### config.mk
export PLATFORM = sky130hd
export DESIGN_NAME = pwm4_unit
export DESIGN_NICKNAME = d
export VERILOG_FILES = /design/src/rtl/pwm4_pkg.sv /design/src/rtl/pwm4_regs.sv /design/src/rtl/pwm4_prescaler.sv /design/src/rtl/pwm4_chan.sv /design/src/rtl/pwm4_unit.sv
export SDC_FILE = /design/constraint.sdc
export NUM_CORES = 1
export LEC_CHECK = 0
export BUFFER_PORTS_ARGS = -buffer_cell sky130_fd_sc_hd__buf_2
export CORE_UTILIZATION = 30
export CTS_CLUSTER_SIZE = 8
export DETAILED_ROUTE_END_ITERATION = 16
export PLACE_DENSITY = 0.53
export SETUP_SLACK_MARGIN = 0.3
export SLEW_MARGIN = 5
export SYNTH_ARGS = -nofsm -noshare
export SYNTH_HDL_FRONTEND = slang
export SYNTH_SLANG_ARGS = --single-unit
### constraint.sdc
create_clock -name clk -period 6.42 [get_ports clk]
set_input_delay 0.642 -clock clk [delete_from_list [all_inputs] [get_ports clk]]
set_output_delay 0.642 -clock clk [all_outputs]
set_load 0.01 [all_outputs]
### src/rtl/pwm4_pkg.sv
`timescale 1ns/1ps
package pwm4_pkg;
    typedef enum logic [1:0] {
        CH_IDLE = 2'd0,
        CH_ARM  = 2'd1,
        CH_UP   = 2'd2,
        CH_DOWN = 2'd3
    } ch_state_t;

    localparam int A_EN   = 0;
    localparam int A_POL  = 1;
    localparam int A_CTR  = 2;
    localparam int A_DIV  = 3;
    localparam int A_PER  = 4;
    localparam int A_DUTY = 8;
    localparam int A_DDR  = 12;
    localparam int A_GPO  = 13;
    localparam int A_PRE  = 14;
endpackage

### src/rtl/pwm4_regs.sv
`timescale 1ns/1ps
module pwm4_regs
    import pwm4_pkg::*;
#(
    parameter int CH_N = 4,
    parameter int DW   = 8,
    parameter int AW   = 4
) (
    input  logic            clk,
    input  logic            rst_n,
    input  logic            wr,
    input  logic [AW-1:0]   addr,
    input  logic [DW-1:0]   wdata,
    input  logic [DW-1:0]   pre_cnt,
    output logic [CH_N-1:0] en,
    output logic [CH_N-1:0] pol,
    output logic [CH_N-1:0] ctr,
    output logic [CH_N-1:0] ddr,
    output logic [CH_N-1:0] gpo,
    output logic [DW-1:0]   div,
    output logic [DW-1:0]   period [CH_N],
    output logic [DW-1:0]   duty   [CH_N],
    output logic [DW-1:0]   rdata
);
    // Register writes
    always_ff @(posedge clk or negedge rst_n) begin
        if (!rst_n) begin
            en  <= '0;
            pol <= '0;
            ctr <= '0;
            ddr <= '0;
            gpo <= '0;
            div <= '0;
            for (int i = 0; i < CH_N; i++) begin
                period[i] <= '0;
                duty[i]   <= '0;
            end
        end else if (wr) begin
            if (addr == AW'(A_EN))  en  <= wdata[CH_N-1:0];
            if (addr == AW'(A_POL)) pol <= wdata[CH_N-1:0];
            if (addr == AW'(A_CTR)) ctr <= wdata[CH_N-1:0];
            if (addr == AW'(A_DDR)) ddr <= wdata[CH_N-1:0];
            if (addr == AW'(A_GPO)) gpo <= wdata[CH_N-1:0];
            if (addr == AW'(A_DIV)) div <= wdata;
            for (int i = 0; i < CH_N; i++) begin
                if (addr == AW'(A_PER + i))  period[i] <= wdata;
                if (addr == AW'(A_DUTY + i)) duty[i]   <= wdata;
            end
        end
    end

    // Read mux, zero for unmapped addresses
    always_comb begin
        rdata = '0;
        if (addr == AW'(A_EN))  rdata = DW'(en);
        if (addr == AW'(A_POL)) rdata = DW'(pol);
        if (addr == AW'(A_CTR)) rdata = DW'(ctr);
        if (addr == AW'(A_DDR)) rdata = DW'(ddr);
        if (addr == AW'(A_GPO)) rdata = DW'(gpo);
        if (addr == AW'(A_DIV)) rdata = div;
        if (addr == AW'(A_PRE)) rdata = pre_cnt;
        for (int i = 0; i < CH_N; i++) begin
            if (addr == AW'(A_PER + i))  rdata = period[i];
            if (addr == AW'(A_DUTY + i)) rdata = duty[i];
        end
    end
endmodule

### src/rtl/pwm4_prescaler.sv
`timescale 1ns/1ps
module pwm4_prescaler #(
    parameter int DW = 8
) (
    input  logic          clk,
    input  logic          rst_n,
    input  logic          run,
    input  logic [DW-1:0] div,
    output logic          tick,
    output logic [DW-1:0] cnt
);
    logic at_top;

    assign at_top = (cnt >= div);
    assign tick   = run && at_top;

    // Counter holds its value while no channel needs it
    always_ff @(posedge clk or negedge rst_n) begin
        if (!rst_n) begin
            cnt <= '0;
        end else if (run) begin
            cnt <= at_top ? '0 : cnt + DW'(1);
        end
    end
endmodule

### src/rtl/pwm4_chan.sv
`timescale 1ns/1ps
module pwm4_chan
    import pwm4_pkg::*;
#(
    parameter int DW = 8
) (
    input  logic          clk,
    input  logic          rst_n,
    input  logic          tick,
    input  logic          en,
    input  logic          pol,
    input  logic          ctr,
    input  logic [DW-1:0] per_in,
    input  logic [DW-1:0] duty_in,
    output logic          active,
    output logic          busy,
    output logic [DW-1:0] cnt,
    output logic          pwm
);
    ch_state_t     st, st_n;
    logic [DW-1:0] cnt_n;
    logic [DW-1:0] sh_per, sh_duty;
    logic          sh_ctr;
    logic          load;
    logic          open_phase;

    // Next-state logic: moves only on a divider tick
    always_comb begin
        st_n  = st;
        cnt_n = cnt;
        load  = 1'b0;
        if (tick) begin
            unique case (st)
                CH_IDLE: begin
                    if (en) st_n = CH_ARM;
                end
                CH_ARM: begin
                    if (!en) begin
                        st_n = CH_IDLE;
                    end else begin
                        st_n  = CH_UP;
                        cnt_n = '0;
                        load  = 1'b1;
                    end
                end
                CH_UP: begin
                    if (!en) begin
                        st_n  = CH_IDLE;
                        cnt_n = '0;
                    end else if (sh_ctr && (sh_per != '0) && (cnt == sh_per - DW'(1))) begin
                        st_n  = CH_DOWN;
                        cnt_n = sh_per;
                    end else if (cnt >= sh_per) begin
                        cnt_n = '0;
                        load  = 1'b1;
                    end else begin
                        cnt_n = cnt + DW'(1);
                    end
                end
                CH_DOWN: begin
                    if (!en) begin
                        st_n  = CH_IDLE;
                        cnt_n = '0;
                    end else if (cnt <= DW'(1)) begin
                        st_n  = CH_UP;
                        cnt_n = '0;
                        load  = 1'b1;
                    end else begin
                        cnt_n = cnt - DW'(1);
                    end
                end
            endcase
        end
    end

    // State register with period-boundary shadow load
    always_ff @(posedge clk or negedge rst_n) begin
        if (!rst_n) begin
            st      <= CH_IDLE;
            cnt     <= '0;
            sh_per  <= '0;
            sh_duty <= '0;
            sh_ctr  <= 1'b0;
        end else begin
            st  <= st_n;
            cnt <= cnt_n;
            if (load) begin
                sh_per  <= per_in;
                sh_duty <= duty_in;
                sh_ctr  <= ctr;
            end
        end
    end

    // Outputs
    always_comb begin
        active     = (st == CH_UP) || (st == CH_DOWN);
        busy       = (st != CH_IDLE);
        open_phase = (st == CH_DOWN) ? (cnt <= sh_duty) : (cnt < sh_duty);
        pwm        = pol ? open_phase : !open_phase;
    end
endmodule

### src/rtl/pwm4_unit.sv
`timescale 1ns/1ps
module pwm4_unit #(
    parameter int CH_N = 4,
    parameter int DW   = 8,
    parameter int AW   = 4
) (
    input  logic            clk,
    input  logic            rst_n,
    input  logic            bus_wr,
    input  logic [AW-1:0]   bus_addr,
    input  logic [DW-1:0]   bus_wdata,
    output logic [DW-1:0]   bus_rdata,
    output logic [CH_N-1:0] pin_out,
    output logic [CH_N-1:0] pin_oe
);
    localparam int CW_ALL = CH_N * DW;

    logic [CH_N-1:0]   en_r, pol_r, ctr_r, ddr_r, gpo_r;
    logic [DW-1:0]     div_r;
    logic [DW-1:0]     period [CH_N];
    logic [DW-1:0]     duty   [CH_N];
    logic [DW-1:0]     pre_cnt;
    logic              tick;
    logic              run;
    logic [CH_N-1:0]   active, busy, pwm;
    logic [CW_ALL-1:0] cnt_flat;

    pwm4_regs #(.CH_N(CH_N), .DW(DW), .AW(AW)) u_regs (
        .clk     (clk),
        .rst_n   (rst_n),
        .wr      (bus_wr),
        .addr    (bus_addr),
        .wdata   (bus_wdata),
        .pre_cnt (pre_cnt),
        .en      (en_r),
        .pol     (pol_r),
        .ctr     (ctr_r),
        .ddr     (ddr_r),
        .gpo     (gpo_r),
        .div     (div_r),
        .period  (period),
        .duty    (duty),
        .rdata   (bus_rdata)
    );

    assign run = (|en_r) | (|busy);

    pwm4_prescaler #(.DW(DW)) u_pre (
        .clk   (clk),
        .rst_n (rst_n),
        .run   (run),
        .div   (div_r),
        .tick  (tick),
        .cnt   (pre_cnt)
    );

    for (genvar g = 0; g < CH_N; g++) begin : g_ch
        pwm4_chan #(.DW(DW)) u_ch (
            .clk     (clk),
            .rst_n   (rst_n),
            .tick    (tick),
            .en      (en_r[g]),
            .pol     (pol_r[g]),
            .ctr     (ctr_r[g]),
            .per_in  (period[g]),
            .duty_in (duty[g]),
            .active  (active[g]),
            .busy    (busy[g]),
            .cnt     (cnt_flat[g*DW +: DW]),
            .pwm     (pwm[g])
        );
        assign pin_oe[g]  = active[g] | ddr_r[g];
        assign pin_out[g] = active[g] ? pwm[g] : gpo_r[g];
    end
endmodule

==> out/metrics.cfg, run 1 <==
[yosys]
syn_area_per_cell_um2 = 9.79
ys_types = 86
synth_compound_area_share_pct = 15.3
synth-seq-cells = 208
yosys.area_share.simple_pct = 15.2
synth-xor-area-share_pct = 3.54
synth_top_area_share_pct = 38.2
syn_inst = 1391
synthArstFlopShare_pct = 100
synth.area.top_cells = dfrtp_1 (38%), mux2_2 (12%), ha_1 (8.2%)
ys_seq_area_share_pct = 38.2
synth_fp_nets = 1495
yosysWarnings = 0
synth_enable_flop_cells = 0
synth_ff_type = dfrtp_1
synthAdderAreaFrac_pct = 8.18
syn_area_um2 = 13600
synth_mux_area_share_pct = 14.4
synth_top_area_cell = dfrtp_1
synth_top_family_by_area = compound AO/OA/AOI/OAI gates

[worst_setup_path]
critPathMaxFanout = 11
cp_slowest_cell = nor2_1
crit_family = compound AO/OA/AOI/OAI gates
cpMostUsedCell = buf_2
required_ps = 5780
cp-end-kind = output port
crit_buf_inv = 2
path_cells = buf_2 -> nor2_1 -> nand2_1 -> o221ai_1 -> a221oi_1 -> a221o_1 -> a21oi_1 -> buf_2
cp-start-kind = primary input
critPathKind = primary input to output port
crit_arrival_ps = 2940
slowest_delay_ps = 600

[clocking]
cts_buffer_depth = 3
hold_buffers = 0
clk_pin_slew_worst_paths_ps = 50
h-tree-depth = 1
cts_root_buffer = clkbuf_16
tritoncts = done
postCtsSetupRepairBufs = 0
numCtsBuffers = 30
clk_latency_ps = 560
cts.sink_count = 208
cts.repair.resized = 0

[sta]
relSlewSlack_pct = 28.0
fin_tns_setup_ps = 0
rsz0062_at_grt = false
tightest_slew_ps = 1070
fmax_ghz = 0.279
fin_crit_ps = 3580
fin_crit_sh_pct = 55.7
final_max_slew_viol_count = 0
fin_worst_skew_ps = 36.9
finalSetupViolations = 0
finalHoldViolations = 0

[drt]
wl_per_cell_um = 19.9
ant_nets = 0
via_per_inst = 5.39
route.detailed.drc = 0
vias = 10710
drtIter0Drc = 864
finalWirelength_mm = 39.6
drtPass1Iterations = 5

[floorplan]
die_h_um = 215
initial_core_util_pct = 30.6
die_w_um = 215
design.die.area_um2 = 46200
core_um2 = 44500
rows = 77
io_pins = 31

[pwr]
internal-power_mw = 3.63
vdd.ir_drop.worst_uv = 208
p_switching_mw = 2.34
pwr-share-comb_pct = 39.3
clkPwrFrac_pct = 23.7
leakage_nw = 6.46
switching_share_pct = 39.2
p_per_area_nw_per_um2 = 397
power_mw = 5.97
pwr-share-seq_pct = 37.0

[placed_design]
portBuffers = 30
placed_cell_area_um2 = 14200
dp_hpwl_mm = 28.9
gp_congestion = 0.940

[grt]
grt_pass1_wl_mm = 62.9
grt_pass1_vias = 10492
grt_overflow = 0
antenna_found_initial = 1
grt_usage_pct = 17.2
grt_max_degree = 116

[layout]
area_growth_pct = 10.6
final_cell_mix = dfrtp_1 (208), mux2_2 (141), inv_1 (99)
layout-drive-gt1-share_pct = 18.9
mostFrequentLayoutCell = dfrtp_1
fin_nets = 1493
design_area_um2 = 15100
fillers = 4545

[min_path]
hold_class = primary input to async pin

[status]
outcome = finished, final reports clean

[run]
drv_cap = 0

==> stage by stage <==
stage / std cells / worst slack, ps / util (%) / hold WS, ps
6_report: 1987 / 2840 / 33.8 / 126
5_1_grt: 1986 / 2640 / 33.8 / 220
3_5_place_dp: 1949 / 2890 / 32.0 / 494
2_1_floorplan: 1391 / 3390 / - / 346
4_1_cts: 1986 / 2810 / 33.8 / 198
3_3_place_gp: 1949 / 2930 / 32.0 / 489
==> synth_stat cells, types with 10 or more instances <==
cell / number
a22oi_1: 23
nand2b_1: 13
o22ai_1: 14
nor3_1: 45
clkbuf_1: 54
xnor2_1: 33
nor2b_1: 17
nor2_1: 68
nor4_1: 17
nand2_1: 94
inv_1: 99
o21a_1: 14
mux2_4: 20
and3_1: 18
or2_2: 10
mux2_2: 141
o21ai_0: 61
ha_1: 89
dfrtp_1: 208
nand4_1: 10
a21oi_1: 73
o211ai_1: 12
nand3_1: 59
xor2_1: 22
==> power groups by stage <==
| stage | logic [mW] | registers (mW) | clock network [mW] |
|---|---|---|---|
| global placement | 2.29 | 2.22 | 0 |
| finish | 2.35 | 2.21 | 1.41 |
| CTS | 2.37 | 2.20 | 1.45 |
| floorplan | 1.96 | 1.91 | 0 |
| detailed placement | 2.35 | 2.23 | 0 |
| global route | 2.65 | 2.27 | 1.51 |
==> logic make-up (layout without fill, tap and decap cells) <==
group,after synthesis,after routing
AO/OA/AOI/OAI,302,302
XOR/XNOR,55,55
adder cells (fa/ha/maj),89,89
buffers and inverters,172,175
flip-flops,208,208
multiplexers,167,167
other,0,1
AND/OR/NAND/NOR,398,398
==> layer usage <==
layer  routed length (um)  GRT usage, %  vias up
li1                     -             -     5059
met1                18900          24.4     5315
met2                18000          27.1      276
met3                 1870          2.82       60
met4                  884          4.52        0
met5                    0             0        -
==> registers in the layout, indices dropped and copies added (netlist names) <==
| register | count |
|---|---|
| g_ch.u_ch.cnt | 32 |
| u_regs.pol | 4 |
| u_pre.cnt | 8 |
| g_ch.u_ch.sh_per | 32 |
| u_regs.gpo | 4 |
| u_regs.ddr | 4 |
| u_regs.div | 8 |
| u_regs.en | 4 |
| u_regs.duty | 32 |
| g_ch.u_ch.sh_ctr | 4 |
| u_regs.ctr | 4 |
| g_ch.u_ch.st | 8 |
| g_ch.u_ch.sh_duty | 32 |
| u_regs.period | 32 |
==> final cells by class <==
type / count / area [um2] / share of cell area [%]
Timing Repair Buffer: 38 / 220 / 1.46
Clock inverter: 1 / 16.3 / 0.108
Sequential cell: 208 / 5200 / 34.6
Antenna cell: 1 / 2.50 / 0.0166
Tap cell: 592 / 741 / 4.92
Inverter: 100 / 375 / 2.49
Multi-Input combinational cell: 1011 / 7710 / 51.2
Clock buffer: 36 / 793 / 5.27
==> worst register-to-register path, delay by kind of cell, from the launching register on <==
kind,cells,cell delay [ps]
DFF,1,660
and+or+nand+nor,2,1020
AOI/OAI and AO/OA,5,1240
adders and majority gates,1,330
==> worst paths after layout <==
check / startpoint / slack (ps) / endpoint / cells after the start
max: bus_addr[2] / 2840 / bus_rdata[3] / 8
min: rst_n / 130 / g_ch[0].u_ch.cnt[5] / 1
max reg2reg: g_ch[0].u_ch.cnt[5] / 3080 / g_ch[0].u_ch.cnt[2] / 8
min reg2reg: g_ch[2].u_ch.sh_duty[0] / 500 / g_ch[2].u_ch.sh_duty[0] / 1
max in group asynchronous: rst_n / 4900 / g_ch[1].u_ch.sh_duty[2] / 2
min in group clk: g_ch[2].u_ch.sh_duty[0] / 500 / g_ch[2].u_ch.sh_duty[0] / 1
Note: power is estimated with default switching activity, not from simulation.
==> inputs of run 2 (changes only) <==
==> constraint.sdc (replaced) <==
create_clock -name clk -period 3.75 [get_ports clk]
set_input_delay 0.375 -clock clk [delete_from_list [all_inputs] [get_ports clk]]
set_output_delay 0.375 -clock clk [all_outputs]
set_load 0.01 [all_outputs]
==> run 2 against run 1 <==
Compared with the run above: design area rose by 1.1%; register-to-register slack lost 2500 ps; critical path depth increased by 2; non-clock buffer count up 21; critical path type is now flop to output port; largest cell class unchanged; highest routed layer is now met5.
==> out/metrics.cfg, run 2 (synthesis results as in run 1) <==
[layout]
post-route-util_pct = 34.2  ; +0.36 points
layout-drive-gt1-share_pct = 20.1  ; +1.2 points
layout.cells.non_filler = 2006  ; +0.96%
fin_nets = 1514  ; +1.4%
antenna_cells = 0  ; -1
final_cell_mix = dfrtp_1 (207), mux2_2 (141), inv_1 (99)
area_growth_pct = 11.8
mostFrequentLayoutCell = dfrtp_1

[floorplan]
die_w_um = 215  ; unchanged
initial_core_util_pct = 30.6  ; unchanged
io_pins = 31  ; unchanged
die_h_um = 215  ; unchanged
rows = 77  ; unchanged
design.die.area_um2 = 46200  ; unchanged
core_um2 = 44500  ; unchanged

[drt]
drtPass1Iterations = 5  ; unchanged
ant_nets = 0  ; unchanged
vias = 10769  ; +0.55%
route.detailed.drc = 0  ; unchanged
drtIter0Drc = 873  ; +1.0%
wl_per_cell_um = 19.5  ; -2.0%
via_per_inst = 5.37  ; -0.40%
finalWirelength_mm = 39.2  ; -1.1%

[run]
drv_cap = 0  ; unchanged

[grt]
grt_overflow = 0  ; unchanged
grt_pass1_vias = 10546  ; +0.51%
grt_pass1_wl_mm = 62.4  ; -0.80%
antenna_found_initial = 2  ; +1
grt_usage_pct = 17.1  ; -0.16 points
grt_max_degree = 98  ; -16%

[worst_setup_path]
crit_arrival_ps = 2870  ; -70 ps
required_ps = 3380  ; -2400 ps
crit_buf_inv = 1  ; -1
cp-end-kind = output port
r2r_slack_ps = 600  ; -2480 ps
rr_endpoint = g_ch[0].u_ch.sh_duty[1]
r2r_cells = 11  ; +3
slowest_delay_ps = 490  ; -110 ps
cpMostUsedCell = o21a_1
cp-start-kind = flop
critPathMaxFanout = 8  ; -3
path_cells = ha_1 -> nor2b_1 -> o21a_1 -> o21a_1 -> o21a_1 -> o21bai_1 -> a21oi_1 -> xnor2_1 -> a21oi_1 -> buf_2
r2r-start = g_ch[0].u_ch.sh_per[0]
crit_family = compound AO/OA/AOI/OAI gates
cp_slowest_cell = dfrtp_1
critPathKind = flop to output port

[placed_design]
dp_hpwl_mm = 28.9  ; -0.19%
dp_cells = 1969  ; +1.0%
portBuffers = 30  ; unchanged
gp_congestion = 0.882  ; -6.2%

[pwr]
leakage_nw = 6.56  ; +1.6%
pwr-share-comb_pct = 40.1  ; +0.8 points
pwr-share-seq_pct = 36.5  ; -0.5 points
vdd.ir_drop.worst_uv = 367  ; +76%
p_switching_mw = 3.99  ; +70%
clkPwrFrac_pct = 23.5  ; -0.2 points
internal-power_mw = 6.22  ; +71%
switching_share_pct = 39.1  ; -0.12 points
p_per_area_nw_per_um2 = 671  ; +69%

[sta]
whs_ps = 320  ; +194 ps
fin_crit_ps = 3240
fmax_ghz = 0.309
fin_worst_skew_ps = 15.7  ; -21.2 ps
final_max_slew_viol_count = 0  ; unchanged
relSlewSlack_pct = 30.1  ; +2.2 points
finalSetupViolations = 0  ; unchanged
fin_crit_sh_pct = 86.4
tightest_slew_ps = 1040  ; -32.0 ps
rsz0062_at_grt = false
fin_tns_setup_ps = 0  ; unchanged
finalHoldViolations = 0  ; unchanged

[clocking]
clk_pin_slew_worst_paths_ps = 50  ; about the same
cts_root_buffer = clkbuf_16
clk_latency_ps = 570  ; about the same
tritoncts = done
h-tree-depth = 1  ; unchanged
numCtsBuffers = 30  ; unchanged
cts_buffer_depth = 3  ; unchanged
cts.sink_count = 208  ; unchanged

[min_path]
holdCritStartpoint = bus_wdata[5]
hold_class = primary input to flop
hold_path_end = u_regs.period[13]
whs_path_depth = 2

[status]
outcome = finished, final reports clean

[run 2: cell types whose count changed in the layout (fill, tap and decap cells not counted), sizes merged]
cell / before / now
clkinv: 2 / 3
buf: 38 / 58
clkbuf: 36 / 34
dlygate4sd3: 0 / 1
diode: 1 / 0
[run 2: power groups by stage]
| stage | clock network [mW] | logic, mW | registers, mW |
|---|---|---|---|
| 5_1_grt | 2.55 | 4.62 | 3.82 |
| 3_5_place_dp | 0 | 4.08 | 3.75 |
| 4_1_cts | 2.47 | 4.11 | 3.72 |
| 2_1_floorplan | 0 | 3.35 | 3.28 |
| 6_report | 2.40 | 4.09 | 3.72 |
| 3_3_place_gp | 0 | 3.99 | 3.74 |
[run 2: cell type report]
class	count	area [um2]
clock buffer	34	776
clock inverter	2	21.3
fill	4535	29300
inverter	100	375
multi-input combinational	1011	7710
sequential	208	5210
tap	592	741
timing repair buffer	59	393
[run 2: metrics by stage]
stage / instance area [um2] / setup slack, ps / total power [mW]
after global routing: 15200 / 361 / 11.0
after floorplan: 13600 / 810 / 6.63
final: 15200 / 509 / 10.2
after global placement: 14400 / 711 / 7.73
after detailed placement: 14400 / 663 / 7.83
after CTS: 15200 / 401 / 10.3
[run 2: how the worst max path moves through the flow]
stage	to	from	depth (start not counted)	slack, ps
6_report	pin_out[0]	g_ch[0].u_ch.cnt[1]	10	510
5_1_grt	pin_out[1]	g_ch[1].u_ch.cnt[1]	10	360
4_1_cts	pin_out[1]	g_ch[1].u_ch.cnt[1]	10	400
3_5_place_dp	g_ch[1].u_ch.sh_per[7]	g_ch[1].u_ch.sh_per[1]	11	660
3_3_place_gp	g_ch[1].u_ch.sh_duty[7]	g_ch[1].u_ch.sh_per[1]	11	710
2_1_floorplan	g_ch[1].u_ch.sh_duty[0]	g_ch[1].u_ch.sh_per[0]	12	810
[run 2: layer usage]
layer	GRT usage [%]	up-vias	share of wire, %
met3	2.24	60	4.4
met5	0	-	0.033
met4	5.86	2	3.0
met2	26.7	253	46
met1	24.0	5350	47
li1	-	5104	-
[run 2: what timing repair did]
item / 4_1_cts / 5_1_grt
endpoints found under the hold margin: 94 / 0
setup endpoints to repair: 0 / 1
gates resized for setup: 0 / 1
setup buffers: 0 / 0
hold buffers: 1 / 0
